===== src/rtl/smrom_pkg.sv =====
package smrom_pkg;

  localparam int MODE_BITS = 13;

  typedef enum logic [3:0] {
    ST_INIT, ST_MRS, ST_IDLE, ST_ACT, ST_GAP,
    ST_READ, ST_BURST, ST_STOP, ST_PDN, ST_PDX
  } seq_state_t;

  typedef enum logic [2:0] {
    CMD_NOP, CMD_MRS, CMD_ACT, CMD_READ, CMD_STOP
  } bus_cmd_t;

  // Fixed mode layout: zeros above bit 6, latency bit, CAS latency, burst code.
  function automatic logic [MODE_BITS-1:0] mode_word(input logic rl, input logic [2:0] cl);
    logic [MODE_BITS-1:0] w;
    w      = '0;
    w[6]   = rl;
    w[5:3] = cl;
    w[2:0] = 3'b010;
    return w;
  endfunction

endpackage


===== src/rtl/smrom_fsm.sv =====
module smrom_fsm
  import smrom_pkg::*;
#(
  parameter int INIT_CYCLES = 8,
  parameter int ACT_GAP     = 1
) (
  input  logic     clk,
  input  logic     rst_n,
  input  logic     req_valid,
  input  logic     pd_enter,
  input  logic     pd_exit,
  input  logic     burst_done,
  output logic     req_ready,
  output logic     accept,
  output logic     read_issue,
  output logic     cke_o,
  output logic     rd_win,
  output bus_cmd_t cmd
);

  localparam int CMAX = (INIT_CYCLES > ACT_GAP) ? INIT_CYCLES : ACT_GAP;
  localparam int CW   = $clog2(CMAX + 1);

  seq_state_t    state_q, state_d;
  logic [CW-1:0] cnt_q, cnt_d;

  always_comb begin
    state_d = state_q;
    cnt_d   = cnt_q;
    case (state_q)
      ST_INIT: begin
        if (cnt_q == CW'(INIT_CYCLES - 1)) begin
          state_d = ST_MRS;
          cnt_d   = '0;
        end else begin
          cnt_d = cnt_q + CW'(1);
        end
      end
      ST_MRS:  state_d = ST_IDLE;
      ST_IDLE: begin
        if (req_valid)     state_d = ST_ACT;
        else if (pd_enter) state_d = ST_PDN;
      end
      ST_ACT: begin
        state_d = ST_GAP;
        cnt_d   = '0;
      end
      ST_GAP: begin
        if (cnt_q == CW'(ACT_GAP - 1)) begin
          state_d = ST_READ;
          cnt_d   = '0;
        end else begin
          cnt_d = cnt_q + CW'(1);
        end
      end
      ST_READ:  state_d = ST_BURST;
      ST_BURST: if (burst_done) state_d = ST_STOP;
      ST_STOP:  state_d = ST_IDLE;
      ST_PDN:   if (pd_exit) state_d = ST_PDX;
      ST_PDX:   state_d = ST_IDLE;
      default:  state_d = ST_INIT;
    endcase
  end

  always_ff @(posedge clk or negedge rst_n) begin
    if (!rst_n) begin
      state_q <= ST_INIT;
      cnt_q   <= '0;
    end else begin
      state_q <= state_d;
      cnt_q   <= cnt_d;
    end
  end

  assign req_ready  = (state_q == ST_IDLE);
  assign accept     = req_ready && req_valid;
  assign read_issue = (state_q == ST_READ);
  assign cke_o      = (state_q != ST_PDN);
  assign rd_win     = (state_q == ST_READ) || (state_q == ST_BURST);

  always_comb begin
    case (state_q)
      ST_MRS:  cmd = CMD_MRS;
      ST_ACT:  cmd = CMD_ACT;
      ST_READ: cmd = CMD_READ;
      ST_STOP: cmd = CMD_STOP;
      default: cmd = CMD_NOP;
    endcase
  end

endmodule


===== src/rtl/smrom_burst.sv =====
module smrom_burst #(
  parameter int DATA_W    = 32,
  parameter int BURST_LEN = 4,
  parameter int CAS_LAT   = 2
) (
  input  logic              clk,
  input  logic              rst_n,
  input  logic              start,
  input  logic [DATA_W-1:0] dq,
  output logic              rd_valid,
  output logic [DATA_W-1:0] rd_data,
  output logic              last
);

  localparam int LAST_IDX = CAS_LAT + BURST_LEN - 1;
  localparam int CW       = $clog2(LAST_IDX + 2);

  logic          active_q;
  logic [CW-1:0] cnt_q;
  logic          take;

  // cnt_q holds the number of edges since the read was sampled
  assign take = active_q && (cnt_q >= CW'(CAS_LAT));
  assign last = take && (cnt_q == CW'(LAST_IDX));

  always_ff @(posedge clk or negedge rst_n) begin
    if (!rst_n) begin
      active_q <= 1'b0;
      cnt_q    <= '0;
      rd_valid <= 1'b0;
      rd_data  <= '0;
    end else begin
      if (start) begin
        active_q <= 1'b1;
        cnt_q    <= CW'(1);
      end else if (active_q) begin
        cnt_q <= cnt_q + CW'(1);
        if (last) active_q <= 1'b0;
      end
      rd_valid <= take;
      if (take) rd_data <= dq;
    end
  end

endmodule


===== src/rtl/smrom_cmd_enc.sv =====
module smrom_cmd_enc
  import smrom_pkg::*;
#(
  parameter int ADDR_W = 13,
  parameter int NCS    = 4,
  localparam int BW    = $clog2(NCS)
) (
  input  bus_cmd_t          cmd,
  input  logic [BW-1:0]     bank,
  input  logic [ADDR_W-1:0] row,
  input  logic [ADDR_W-1:0] col,
  input  logic [ADDR_W-1:0] mode,
  output logic [NCS-1:0]    cs_n,
  output logic              ras_n,
  output logic              cas_n,
  output logic              we_n,
  output logic [ADDR_W-1:0] addr
);

  logic [NCS-1:0] sel;

  for (genvar g = 0; g < NCS; g++) begin : g_sel
    assign sel[g] = (bank == BW'(g));
  end

  always_comb begin
    cs_n  = '1;
    ras_n = 1'b1;
    cas_n = 1'b1;
    we_n  = 1'b1;
    addr  = '0;
    case (cmd)
      CMD_MRS: begin
        cs_n  = '0;
        ras_n = 1'b0;
        cas_n = 1'b0;
        we_n  = 1'b0;
        addr  = mode;
      end
      CMD_ACT: begin
        cs_n  = ~sel;
        ras_n = 1'b0;
        addr  = row;
      end
      CMD_READ: begin
        cs_n  = ~sel;
        cas_n = 1'b0;
        addr  = col;
      end
      CMD_STOP: begin
        cs_n = ~sel;
        we_n = 1'b0;
      end
      default: ;
    endcase
  end

endmodule


===== src/rtl/smrom_seq.sv =====
module smrom_seq
  import smrom_pkg::*;
#(
  parameter int ADDR_W      = 13,
  parameter int DATA_W      = 32,
  parameter int NCS         = 4,
  parameter int BURST_LEN   = 4,
  parameter int CAS_LAT     = 2,
  parameter bit RD_LAT      = 1'b0,
  parameter int INIT_CYCLES = 8,
  parameter int ACT_GAP     = 1,
  localparam int BANK_W     = $clog2(NCS),
  localparam int REQ_W      = 2 * ADDR_W
) (
  input  logic              clk,
  input  logic              rst_n,
  input  logic              req_valid,
  output logic              req_ready,
  input  logic [BANK_W-1:0] req_bank,
  input  logic [REQ_W-1:0]  req_addr,
  input  logic              pd_enter,
  input  logic              pd_exit,
  output logic              rd_valid,
  output logic [DATA_W-1:0] rd_data,
  output logic [ADDR_W-1:0] mem_addr,
  output logic [NCS-1:0]    mem_cs_n,
  output logic              mem_ras_n,
  output logic              mem_cas_n,
  output logic              mem_we_n,
  output logic              mem_oe_n,
  output logic              mem_cke,
  input  logic [DATA_W-1:0] mem_dq
);

  localparam logic [ADDR_W-1:0] MODE_ADDR = ADDR_W'(mode_word(RD_LAT, 3'(CAS_LAT)));

  logic              accept, read_issue, burst_last, rd_win;
  bus_cmd_t          cmd;
  logic [BANK_W-1:0] bank_q;
  logic [ADDR_W-1:0] row_q, col_q;

  always_ff @(posedge clk or negedge rst_n) begin
    if (!rst_n) begin
      bank_q <= '0;
      row_q  <= '0;
      col_q  <= '0;
    end else if (accept) begin
      bank_q <= req_bank;
      row_q  <= req_addr[REQ_W-1:ADDR_W];
      col_q  <= req_addr[ADDR_W-1:0];
    end
  end

  smrom_fsm #(
    .INIT_CYCLES(INIT_CYCLES),
    .ACT_GAP    (ACT_GAP)
  ) u_fsm (
    .clk       (clk),
    .rst_n     (rst_n),
    .req_valid (req_valid),
    .pd_enter  (pd_enter),
    .pd_exit   (pd_exit),
    .burst_done(burst_last),
    .req_ready (req_ready),
    .accept    (accept),
    .read_issue(read_issue),
    .cke_o     (mem_cke),
    .rd_win    (rd_win),
    .cmd       (cmd)
  );

  smrom_burst #(
    .DATA_W   (DATA_W),
    .BURST_LEN(BURST_LEN),
    .CAS_LAT  (CAS_LAT)
  ) u_burst (
    .clk     (clk),
    .rst_n   (rst_n),
    .start   (read_issue),
    .dq      (mem_dq),
    .rd_valid(rd_valid),
    .rd_data (rd_data),
    .last    (burst_last)
  );

  smrom_cmd_enc #(
    .ADDR_W(ADDR_W),
    .NCS   (NCS)
  ) u_enc (
    .cmd  (cmd),
    .bank (bank_q),
    .row  (row_q),
    .col  (col_q),
    .mode (MODE_ADDR),
    .cs_n (mem_cs_n),
    .ras_n(mem_ras_n),
    .cas_n(mem_cas_n),
    .we_n (mem_we_n),
    .addr (mem_addr)
  );

  assign mem_oe_n = ~rd_win;

endmodule


===== config.mk =====
export PLATFORM = sky130hd
export DESIGN_NAME = smrom_seq
export DESIGN_NICKNAME = d
export VERILOG_FILES = /design/src/rtl/smrom_pkg.sv /design/src/rtl/smrom_fsm.sv /design/src/rtl/smrom_burst.sv /design/src/rtl/smrom_cmd_enc.sv /design/src/rtl/smrom_seq.sv
export SDC_FILE = /design/constraint.sdc
export NUM_CORES = 1
export LEC_CHECK = 0
export ABC_AREA = 1
export CAP_MARGIN = 20
export CORE_ASPECT_RATIO = 2
export CORE_MARGIN = 2
export CORE_UTILIZATION = 56
export DETAILED_ROUTE_END_ITERATION = 7
export DONT_BUFFER_PORTS = 1
export GPL_ROUTABILITY_DRIVEN = 0
export PLACE_DENSITY_LB_ADDON = 0.15
export SETUP_SLACK_MARGIN = 0.5
export SLEW_MARGIN = 30
export SYNTH_ARGS = -nofsm -noshare
export SYNTH_HDL_FRONTEND = slang
export SYNTH_SLANG_ARGS = --single-unit
export TNS_END_PERCENT = 30

===== constraint.sdc =====
create_clock -name clk -period 1.4 [get_ports clk]
set_input_delay 0.07 -clock clk [delete_from_list [all_inputs] [get_ports clk]]
set_output_delay 0.07 -clock clk [all_outputs]
set_load 0.01 [all_outputs]

# Word level (Yosys, flattened, before mapping)
# Cells that the tools add are included.
dict set report word_totals {
  regBits 73
  latch_bits 0
  ram_bits 0
  romBits 0
  in_bits 65
  output_inout_bits 56
  word_cells 74
  memories 0
}
dict set report classes {
  n_addsub 2
  multipliers 0
  n_div 0
  magnitude_cmp 1
  n_eq_ne 24
  n_shift 0
  mux 21
  n_bitwise 2
  n_reduce_logical 15
}
# op n
set ops {}
lappend ops {{$pmux W13 S3} 1}
lappend ops {{$mux W4} 8}
lappend ops {{$pmux W4 S8} 1}
lappend ops {{$eq A4 B3 Y1 const B} 5}
lappend ops {{$pmux W3 S4} 1}
lappend ops {{$pmux W4 S3} 1}
lappend ops {{$eq A4 B2 Y1 const B} 2}
lappend ops {{$eq A4 B4 Y1 const B} 2}
lappend ops {{$logic_not A4 Y1} 2}
lappend ops {{$pmux W4 S2} 1}
lappend ops {{$eq A3 B2 Y1 const B} 2}
lappend ops {{$eq A3 B3 Y1 const B} 2}
lappend ops {{$mux W1} 6}
lappend ops {{$mux W3} 2}
lappend ops {{$reduce_or A2 Y1} 3}
lappend ops {{$reduce_or A3 Y1} 2}
lappend ops {{$reduce_and A5 Y1} 1}
lappend ops {{$add A4 B1 Y4 const B} 1}
lappend ops {{$eq A2 B2 Y1 const B} 2}
lappend ops {{$eq A4 B1 Y1 const B} 1}
lappend ops {{$ne A2 B1 Y1 const B} 2}
lappend ops {{$ne A2 B2 Y1 const B} 2}
lappend ops {{$ne A4 B4 Y1 const B} 1}
lappend ops {{$not A4 Y4} 1}
lappend ops {{11 further kinds} 13}

# Logic depth before layout (Yosys ltp)
dict set report logic_depth {
  word_depth 6
  mapped_depth 8
  depth_no_buf 8
}

# By module
# A second synthesis with hierarchy kept.
dict set report hier_totals {
  cells_unflattened 466
  hier_area_um2 3831.2
}
# module n_inst cells_each area_per_inst_um2 seq_area_each_um2
set modules_own_cells {}
lappend modules_own_cells {smrom_burst 1 165 1646.6 925.9}
lappend modules_own_cells {smrom_seq 1 121 1087.3 700.7}
lappend modules_own_cells {smrom_fsm 1 89 589.3 200.2}
lappend modules_own_cells {smrom_cmd_enc 1 91 508.0 0.0}

# Worst setup path before layout
# Ideal clock, no wire load.
dict set report synth_timing {
  kind {reg2reg}
  start {register u_burst.cnt_q[0]}
  end {register u_burst.rd_data[0]}
  setup_ns 0.117
  t_arrival_ns 1.359
  t_required_ns 1.283
  path_slack_ns -0.076
  path_stages_with_launch 8
  path_buffers 1
  cell_sequence {dfrtp_1 -> inv_1 -> ha_1 -> o31ai_4 -> inv_2 -> clkbuf_1 -> nand2_1 -> nand2_1}
}
dict set report synth_between {
  elab_chain_cells 2
}
# item line_no
set synth_rtl {}
lappend synth_rtl {{start: declaration} smrom_burst.sv:19} ;# logic [CW-1:0] cnt_q;
lappend synth_rtl {{start signal: assignment} smrom_burst.sv:37} ;# cnt_q <= cnt_q + CW'(1);
lappend synth_rtl {{$ge A3 B2 Y1} smrom_burst.sv:23} ;# assign take = active_q && (cnt_q >= CW'(CAS_LAT));
lappend synth_rtl {{$logic_and A1 B1 Y1} smrom_burst.sv:23}
lappend synth_rtl {{end signal: assignment} smrom_burst.sv:41} ;# if (take) rd_data <= dq;
lappend synth_rtl {{end: declaration} smrom_burst.sv:11} ;# output logic [DATA_W-1:0] rd_data,
# Every way passes these cells.
# A chain may end at the register's enable or synchronous reset.

# Worst setup path after layout
dict set report layout_timing {
  start {register u_fsm.state_q[3]}
  end {output port mem_addr[7]}
}
dict set report layout_between {
  elab_chain_cells 4
}
# item line_no
set layout_rtl {}
lappend layout_rtl {{start: declaration} smrom_fsm.sv:24} ;# seq_state_t state_q, state_d;
lappend layout_rtl {{start signal: assignment} smrom_fsm.sv:70} ;# state_q <= state_d;
lappend layout_rtl {{$eq A4 B3 Y1 (tied with other cells)} smrom_fsm.sv:82} ;# case (state_q)
lappend layout_rtl {{$pmux W3 S4 (*)} smrom_fsm.sv:82}
lappend layout_rtl {{$eq A3 B2 Y1 or $eq A3 B1 Y1 (tied branches)} smrom_cmd_enc.sv:32} ;# case (cmd)
lappend layout_rtl {{$pmux W13 S3 (*)} smrom_cmd_enc.sv:32}
lappend layout_rtl {{end: declaration} smrom_seq.sv:25} ;# output logic [ADDR_W-1:0] mem_addr,
# Mark *: on every way between the ends. The rest lies on a longest branch, timed or not.

==> flow_metrics.py <==
metrics = {
    "finish": {
        "final_area_mm2": 0.005145,
        "syn_to_final_growth_pct": 55.52,
        "fillers": 237,
        "diodes": 0,
        "nets": 565,
        "multi_input_area_mm2": 0.001538,
        "seq_area_mm2": 0.001833,
        "drive_above_1_share_pct": 30.60,
        "layoutNonFillerInstCount": 561,
    },
    "sta": {
        "tightest_slew_ns": 0.3736,
        "period_minus_slack_ns": 1.611,
        "whs_ns": -0.5719,
        "period_share_pct": 115.1,
        "fin_ws_ns": -0.2110,
        "maxSlewViolCount": 0,
        "hold_viol_final": 73,
        "rsz0062_at_grt": "true",
        "fin_worst_skew_ns": 0.005831,
        "finalSetupViolCount": 61,
        "fmax_ghz": 0.6207,
        "max_slew_margin_pct": 75.09,
    },
    "pwr": {
        "power_frac_seq_pct": 32.8,
        "power_switching_mw": 5.550,
        "power_frac_clock_pct": 17.1,
        "vdd_ir_drop_max_uv": 2219,
        "combPwrFrac_pct": 50.2,
        "p_total_mw": 13.01,
        "swShare_pct": 42.66,
        "powerDensity_mw_per_mm2": 2528,
        "leakage_nw": 2.530,
        "intPower_mw": 7.459,
    },
    "global_route": {
        "grt_max_degree": 74,
        "grt_pass1_vias": 3111,
        "grt_pass1_wl_um": 14810,
        "gr-total-overflow": 0,
        "grtUsageTotal_pct": 30.04,
        "antenna_found_initial": 0,
    },
    "min_path": {
        "hold_class": "primary input to asynchronous set/reset pin",
    },
    "clock_network": {
        "insertion_delay_ns": 0.33,
        "cts-root-buf": "clkbuf_16",
        "htree_levels": 3,
        "cts_buffers": 9,
        "holdBufCountCts": 62,
        "clockBufferDepth": 2,
        "cts_tree": "yes",
        "clk_pin_slew_ns": 0.06,
        "clock_sinks": 73,
    },
    "placement": {
        "place_area_mm2": 0.003451,
        "dp_hpwl_um": 4985,
        "port-buffer-count": 0,
        "dp_cells": 456,
    },
    "yosys": {
        "synthDistinctLibCells": 29,
        "synth_flop_cell": "dfrtp_1",
        "ys_warn_count": 0,
        "synth_top_family_by_area": "simple AND/OR/NAND/NOR gates",
        "synth_common_cells": "154 x nand2_1, 73 x dfrtp_1, 46 x inv_1",
        "synth_xor_area_share_pct": 0.5295,
        "postSynthNetCount": 461,
        "yosys.area.top_type": "dfrtp_1",
        "synth_edf_count": 0,
        "yosys.area_share.simple_pct": 23.30,
        "synthArstFlopShare_pct": 100.0,
        "synth_area_mm2": 0.003308,
        "syn_inst": 391,
        "ys_seq_elements": 73,
        "synth_compound_area_share_pct": 10.06,
        "muxShareOfSynthArea_pct": 0.3026,
        "synth_top_cell_area_share_pct": 55.22,
        "yosys.area_share.adder_pct": 1.891,
        "synth_most_common_cell": "nand2_1",
        "ys_seq_area_share_pct": 55.22,
        "syn-mean-instance-area_um2": 8.461,
        "netlist_top_cells_area": "dfrtp_1 55%, nand2_1 17%, inv_1 5.2%, o21ai_0 4.1%, nand3_1 2.3%",
    },
    "floorplanning": {
        "coreArea_mm2": 0.005709,
        "initial_utilization_pct": 57.94,
        "die_x_um": 58.35,
        "fp.dieH_um": 112.7,
        "boundaryPins": 121,
        "rows": 39,
        "fp.dieArea_mm2": 0.006576,
    },
    "worst_setup_path": {
        "crit_path_end_kind": "primary output",
        "r2r_slack_ns": -0.18,
        "start_kind": "flop",
        "crit_fanout": 10,
        "cp_slowest_cell": "dfrtp_2",
        "arrival_ns": 1.54,
        "crit_buf_inv": 1,
        "r2r-end": "u_burst.rd_data[1]",
        "critical_path_class": "flop to primary output",
        "max_stage_delay_ns": 0.46,
        "cp.required_ns": 1.33,
        "reg2reg_depth": 8,
        "crit_family": "flip-flops",
        "path_cells": "nor2_4, nand2_4, buf_6, o22ai_1",
        "r2r-start": "u_burst.cnt_q[1]",
    },
    "routing": {
        "dr_total_vias": 3248,
        "first_iter_violations": 224,
        "wirelength_um": 11260,
        "ant_nets": 0,
        "drc": 0,
        "firstDrtPassIters": 5,
        "drt-wirelength-per-cell_um": 20.07,
        "drt-vias-per-instance": 5.790,
    },
    "status": {
        "failed_checks": "negative hold slack, negative setup slack",
        "outcome": "complete, but fails checks",
    },
    "job": {
        "cap_violations": 0,
    },
}
## power groups by stage
stage / clock [mW] / combinational (mW) / sequential (mW)
detailed placement: 0 / 3.54 / 4.10
global route: 2.34 / 7.02 / 4.35
floorplan: 0 / 2.93 / 3.90
finish: 2.22 / 6.53 / 4.26
CTS: 2.24 / 5.17 / 4.08
global placement: 0 / 3.44 / 4.07
## cell usage in the layout (no fill, tap or decap), types with 6 or more instances in the layout
cell type | netlist | final
buf_6 | 3 | 7
o21ai_0 | 27 | 10
nand2_4 | 0 | 16
o21ai_1 | 13 | 23
clkbuf_16 | 0 | 12
o22ai_1 | 11 | 6
nand2_2 | 3 | 38
buf_12 | 0 | 6
inv_1 | 46 | 42
nand2_1 | 154 | 103
dfrtp_1 | 73 | 68
nand3_1 | 15 | 14
dlygate4sd3_1 | 0 | 62
buf_4 | 2 | 23
nor2_1 | 8 | 6
## per-stage QoR
| stage | setup slack, ns | setup TNS (ns) | util [%] |
|---|---|---|---|
| floorplan | 0.06287 | 0 | - |
| global placement | 0.01834 | 0 | 60.44 |
| detailed placement | -0.02887 | -0.3669 | 60.44 |
| CTS | -0.1383 | -2.245 | 83.45 |
| global route | -0.2368 | -9.017 | 90.12 |
| finish | -0.2110 | -5.380 | 90.12 |
## how the worst max path moves through the flow
stage / depth (start not counted) / startpoint / slack [ns] / end
after global routing: 5 / u_fsm.state_q[2] / -0.24 / mem_addr[7]
after floorplan: 7 / u_burst.cnt_q[0] / 0.06 / u_burst.rd_data[0]
after CTS: 5 / u_fsm.state_q[3] / -0.14 / mem_addr[5]
after detailed placement: 5 / u_burst.cnt_q[1] / -0.03 / u_burst.rd_data[31]
after global placement: 5 / u_burst.cnt_q[1] / 0.02 / u_burst.rd_data[18]
final: 4 / u_fsm.state_q[3] / -0.21 / mem_addr[7]
## sequential cells by signal, indices dropped and copies added, names as in the netlist
signal	flops
u_burst.rd_data	32
col_q	13
row_q	13
u_fsm.cnt_q	4
u_fsm.state_q	4
u_burst.cnt_q	3
bank_q	2
u_burst.active_q	1
u_burst.rd_valid	1
## worst reg2reg max path: stages (launching register included)
cell	delay [ns]
dfrtp_2	0.44
ha_4	0.18
o31ai_4	0.24
buf_6	0.18
buf_12	0.12
buf_12	0.10
buf_16	0.13
nand2_4	0.06
nand2_4	0.08
## what timing repair did
| item | in CTS | in global routing |
|---|---|---|
| setup buffers | 14 | 5 |
| pin swaps | 25 | 29 |
| resized for setup | 62 | 85 |
| endpoints found under the setup margin | 96 | 96 |
| gates cloned | 5 | 3 |
| hold endpoints to repair | 134 | 73 |
## cells by family (layout without fill, tap and decap cells)
| logic type | after synthesis | after routing |
|---|---|---|
| and+or+nand+nor | 188 | 188 |
| adders and majority gates | 5 | 5 |
| muxes | 1 | 1 |
| xor gates and xnor gates | 2 | 2 |
| AOI/OAI and AO/OA | 58 | 58 |
| DFF | 73 | 73 |
| buffers and inverters | 64 | 173 |
## final cells by class
type                            instances  share of cell area (%)
Sequential cell                        73                   35.63
Clock buffer                           14                   5.520
Timing Repair Buffer                  107                   22.98
Inverter                               49                   4.086
Timing Repair inverter                  1                  0.2189
Clock inverter                          2                  0.1946
Multi-Input combinational cell        254                   29.89
Tap cell                               61                   1.483
## routing by layer
| layer | GRT usage [%] | vias to the layer above | routed length, um |
|---|---|---|---|
| met5 | 0 | - | 0 |
| met4 | 13.18 | 0 | 454 |
| met3 | 6.857 | 36 | 754 |
| met2 | 53.11 | 175 | 6348 |
| met1 | 33.10 | 1602 | 3700 |
| li1 | - | 1435 | - |
No activity file was read; power rests on OpenSTA's default activity.
